==> src/rtl/sla_pkg.sv <==
package sla_pkg;
  typedef enum logic [1:0] {
    EV_IDLE  = 2'd0,
    EV_LOAD  = 2'd1,
    EV_DROP  = 2'd2,
    EV_DRAIN = 2'd3
  } sla_ev_e;

  // One event per cycle: load wins over drain, since a freed slot is refilled at once.
  function automatic sla_ev_e sla_classify(input logic vld, input logic held, input logic rdy);
    if (vld && (!held || rdy)) return EV_LOAD;
    if (vld)                   return EV_DROP;
    if (held && rdy)           return EV_DRAIN;
    return EV_IDLE;
  endfunction
endpackage

==> src/rtl/sla_hold_stage.sv <==
module sla_hold_stage
  import sla_pkg::*;
#(
  parameter int DATA_W = 32
) (
  input  logic              clk_i,
  input  logic              rst_ni,
  input  sla_ev_e           ev_i,
  input  logic [DATA_W-1:0] data_i,
  output logic [DATA_W-1:0] data_o,
  output logic              held_o
);
  logic [DATA_W-1:0] data_q;
  logic              held_q;

  always_ff @(posedge clk_i or negedge rst_ni) begin
    if (!rst_ni) begin
      held_q <= 1'b0;
    end else begin
      case (ev_i)
        EV_LOAD:  held_q <= 1'b1;
        EV_DRAIN: held_q <= 1'b0;
        default:  held_q <= held_q;
      endcase
    end
  end

  // Data needs no reset; it is qualified by held_q.
  always_ff @(posedge clk_i) begin
    if (ev_i == EV_LOAD) data_q <= data_i;
  end

  assign data_o = data_q;
  assign held_o = held_q;
endmodule

==> src/rtl/sla_drop_ctr.sv <==
module sla_drop_ctr #(
  parameter int CNT_W = 16
) (
  input  logic             clk_i,
  input  logic             rst_ni,
  input  logic             inc_i,
  output logic [CNT_W-1:0] cnt_o
);
  localparam logic [CNT_W-1:0] CntOne = CNT_W'(1);
  logic [CNT_W-1:0] cnt_q;

  always_ff @(posedge clk_i or negedge rst_ni) begin
    if (!rst_ni)    cnt_q <= '0;
    else if (inc_i) cnt_q <= cnt_q + CntOne;
  end

  assign cnt_o = cnt_q;
endmodule

==> src/rtl/stream_latch_adapter.sv <==
module stream_latch_adapter
  import sla_pkg::*;
#(
  parameter int DATA_W = 32,
  parameter int CNT_W  = 16
) (
  input  logic              clk_i,
  input  logic              rst_ni,
  input  logic [DATA_W-1:0] in_data_i,
  input  logic              in_vld_i,
  output logic [DATA_W-1:0] out_data_o,
  output logic              out_vld_o,
  input  logic              out_rdy_i,
  output logic [CNT_W-1:0]  drop_cnt_o
);
  sla_ev_e ev;
  logic    held;

  assign ev = sla_classify(in_vld_i, held, out_rdy_i);

  sla_hold_stage #(.DATA_W(DATA_W)) u_hold (
    .clk_i  (clk_i),
    .rst_ni (rst_ni),
    .ev_i   (ev),
    .data_i (in_data_i),
    .data_o (out_data_o),
    .held_o (held)
  );

  sla_drop_ctr #(.CNT_W(CNT_W)) u_ctr (
    .clk_i  (clk_i),
    .rst_ni (rst_ni),
    .inc_i  (ev == EV_DROP),
    .cnt_o  (drop_cnt_o)
  );

  assign out_vld_o = held;
endmodule

==> config.mk <==
export PLATFORM = sky130hd
export DESIGN_NAME = stream_latch_adapter
export DESIGN_NICKNAME = d
export VERILOG_FILES = /design/src/rtl/sla_pkg.sv /design/src/rtl/sla_hold_stage.sv /design/src/rtl/sla_drop_ctr.sv /design/src/rtl/stream_latch_adapter.sv
export SDC_FILE = /design/constraint.sdc
export NUM_CORES = 1
export LEC_CHECK = 0
export BUFFER_PORTS_ARGS = -buffer_cell sky130_fd_sc_hd__buf_2
export CAP_MARGIN = 20
export CELL_PAD_IN_SITES_DETAIL_PLACEMENT = 1
export CELL_PAD_IN_SITES_GLOBAL_PLACEMENT = 1
export CORE_ASPECT_RATIO = 0.6
export CORE_MARGIN = 3
export CORE_UTILIZATION = 33
export CTS_BUF_LIST = sky130_fd_sc_hd__clkbuf_4
export DETAILED_ROUTE_END_ITERATION = 7
export PLACE_DENSITY_LB_ADDON = 0.1
export RECOVER_POWER = 100
export SLEW_MARGIN = 0
export SYNTH_ARGS = -nofsm -noshare
export SYNTH_HDL_FRONTEND = slang
export SYNTH_HIERARCHICAL = 1
export SYNTH_SLANG_ARGS = --single-unit
==> constraint.sdc <==
create_clock -name clk_i -period 1.6 [get_ports clk_i]
set_input_delay 0.08 -clock clk_i [delete_from_list [all_inputs] [get_ports clk_i]]
set_output_delay 0.08 -clock clk_i [all_outputs]
set_load 0.02 [all_outputs]
==> impl_metrics.csv <==
group,metric,value,unit
pwr,pwr-share-seq,50.9,%
timing,drv_slew,0,
clock_tree,clkSinkCount,49,
drt,drt_iter0_drc,32,
floorplanning,die_w,99.82,um
status,status,"finished, final reports clean",
timing,hold_ws,0.1822,ns
synth,yosysTopAreaCellShare,55.13,%
cells_and_area,fin_cells,289,
clock_tree,path_clk_slew,0.13,ns
global_routing,grt_most_used_layer,"met2",
worst_setup_path,worst-setup-path-type,"reg2reg",
worst_setup_path,worstPathArrival,1.81,ns
pwr,switchingPower,1.206,mW
drt,drt_pass1_iterations,4,
global_routing,grt_start_max_net_pins,29,
synth,synth.area.top_cells,"edfxtp_1 (55%), dfrtp_1 (24%), xnor2_1 (4.5%), xor2_1 (3.5%), nand3_1 (1.4%)",
clock_tree,htree_levels,2,
timing,fmax,0.6485,GHz
synth,synth_area,0.001743,mm^2
timing,finalSetupViolations,0,
global_routing,grtUsageTotal,15.85,%
pwr,peakVddDrop,0.0008047,V
min_path,hp-class,"in2reg",
drt,wl_per_cell,16.40,um
synth,synth_seq_cells,49,
synth,ys_types,20,
drt,route.detailed.drc,0,
pwr,swShare,33.61,%
synth,syn_nets,133,
worst_setup_path,ff2ff_path_depth,5,
floorplanning,start_util,36.12,%
synth,avgSynthCellArea,18.16,um^2
synth,yosys_warnings,6,
global_routing,gr-usage-met3,3.803,%
place,dp_cells,246,
pwr,leakage,1.139,nW
worst_setup_path,cp-start-kind,"flip-flop",
clock_tree,cts_buffer_depth,2,
cells_and_area,fillerInstances,524,
global_routing,grt_util_met1,18.23,%
cells_and_area,final_area,0.002663,mm^2
pwr,powerDensity,1348,mW/mm^2
timing,finalHoldViolations,0,
cells_and_area,drive_gt1_share,25.22,%
drt,postRouteAntennaNets,0,
drt,num_vias,1274,
timing,min_period_over_period,96.38,%
flow_run,cap_violations,0,
global_routing,grt-ovfl-total,0,
place,numPortBuffers,84,
timing,min_period,1.542,ns
place,gp_congestion,0.7288,
worst_setup_path,cp_data_required_time,1.87,ns
cells_and_area,final_nets,262,
pwr,finalPower,3.589,mW
place,place_hpwl,3228,um
timing,skew,0.007522,ns
worst_setup_path,endpoint_kind,"flip-flop",
floorplanning,core_area,0.004826,mm^2
floorplanning,die-area,0.006218,mm^2
synth,synth.yosys.seq_area_share,79.54,%
clock_tree,tritoncts,"built",
clock_tree,clk_latency,0.35,ns
global_routing,grt_use_met2,29.32,%
floorplanning,die_h,62.30,um
cells_and_area,antenna_cells,0,
cells_and_area,post-route-util,55.17,%
timing,rsz0062_at_grt,"true",
global_routing,grt_pass1_vias,1496,
drt,vias_per_cell,4.408,
cells_and_area,syn2layout_area_growth,52.76,%
min_path,hold_path_depth,4,
synth,synth_top_area_cell,"edfxtp_1",
timing,slew_headroom,34.96,%
floorplanning,num_rows,19,
clock_tree,cts_root_buffer,"clkbuf_4",
pwr,p_comb_share,28.8,%
global_routing,grt_pass1_wl,7610,um
place,post_dp_cell_area,0.002282,mm^2
clock_tree,cts-buffers-inserted,5,
floorplanning,io_pins,85,
drt,wl,4740,um
global_routing,antenna_found_initial,0,
pwr,p_int,2.383,mW
pwr,clockPowerShare,20.2,%
worst_setup_path,crit_fanout,5,
synth,syn-instance-count,96,
timing,worstMarginPinSlew,0.9756,ns
## flip-flops by register name, summed over array words and instances, names as in the netlist
register       cells
u_hold/data_o     32
u_ctr/cnt_o       16
u_hold/held_o      1
## cell usage after synthesis
library cell and count:
nand4_4 1, a21o_1 1, nand3_1 5, nand2_1 5, nor4_1 1, nor2b_4 1
nor2_1 3, and2_1 1, xor2_1 7, edfxtp_1 32, dfrtp_1 17, nor3_2 2
xnor2_1 9, mux2_1 2, ha_1 1, and3b_2 1, nand4_1 3, and3_1 1
and4_1 1, inv_1 2
## final timing paths
check / from / endpoint / slack [ns]
setup / recovery: u_hold/held_o / u_ctr/cnt_o[12] / 0.06
hold / removal: out_rdy_i / u_hold/held_o / 0.18
setup reg to reg: u_hold/held_o / u_ctr/cnt_o[12] / 0.06
hold reg to reg: u_ctr/cnt_o[15] / u_ctr/cnt_o[15] / 0.49
max in group asynchronous: rst_ni / u_hold/held_o / 0.56
min in group asynchronous: rst_ni / u_ctr/cnt_o[4] / 0.39
## per-stage QoR
step,TNS [ns],setup WS [ns]
finish,0,0.05788
detailed placement,-0.02465,-0.02465
floorplan,-0.4895,-0.01530
global route,-0.02567,-0.01825
CTS,0,0.02776
global placement,0,0.1055
## worst max-delay path, stage by stage, from the launching register on
cell and delay [ns]:
dfrtp_2 0.42, and3b_2 0.23, nand4_4 0.18, nor3_4 0.23, and4_1 0.22, xor2_1 0.18
## what timing repair did
| action | 4_1_cts | 5_1_grt |
|---|---|---|
| buffers inserted | 1 | 1 |
| pin swaps | 1 | 1 |
| hold buffers | 33 | 0 |
| gates resized for setup | 1 | 2 |
| setup endpoints to repair | 1 | 2 |
| endpoints found under the hold margin | 49 | 0 |
## cells by family after synthesis
family | count (synthesis) | synth area share, %
AO/OA/AOI/OAI | 1 | 0.4309
flip-flops | 49 | 79.54
AND/OR/NAND/NOR | 25 | 9.548
multiplexers | 2 | 1.292
XOR/XNOR | 16 | 8.041
adder cells (fa/ha/maj) | 1 | 0.7178
buffers and inverters | 2 | 0.4309
## layer usage
layer  share of wire (%)  vias up
li1                    -      602
met1                  41      625
met2                  53       45
met3                 5.5        2
met4                0.30        0
met5                   0        -
## final cells by class
class	instances	area (um^2)	area share, %
Multi-Input combinational cell	45	367.9	13.82
Inverter	2	7.507	0.2820
Clock inverter	2	35.03	1.316
Sequential cell	49	1388	52.11
Timing Repair Buffer	122	740.7	27.82
Tap cell	63	78.83	2.961
Clock buffer	6	45.04	1.692
## cell usage in the layout (no fill, tap or decap)
cell type	synthesis	final
dfrtp_2	0	1
bufinv_16	0	1
nor2b_4	1	1
nor2_2	0	1
and4_1	1	1
and2_1	1	1
a21o_1	1	1
clkbuf_1	0	48
xnor2_1	9	9
nand2_1	5	5
and3_1	1	1
dfrtp_1	17	16
mux2_4	0	1
buf_2	0	36
and3b_2	1	1
nor2_1	3	2
nand4_4	1	1
nand3_1	5	5
dlygate4sd3_1	0	33
mux2_1	2	1
clkbuf_4	0	6
buf_12	0	1
clkinv_2	0	1
xor2_1	7	7
nor4_1	1	1
inv_1	2	2
ha_1	1	1
edfxtp_1	32	32
nand4_1	3	3
buf_4	0	4
nor3_4	0	2
## power groups by stage
| stage | Clock, mW | Sequential [mW] | Combinational (mW) |
|---|---|---|---|
| floorplan | 0 | 2.18 | 0.232 |
| global placement | 0 | 1.83 | 1.02 |
| detailed placement | 0 | 1.85 | 1.04 |
| CTS | 0.748 | 1.82 | 1.11 |
| global route | 0.811 | 1.86 | 1.11 |
| finish | 0.726 | 1.83 | 1.04 |
Note: power is estimated with default switching activity, not from simulation.
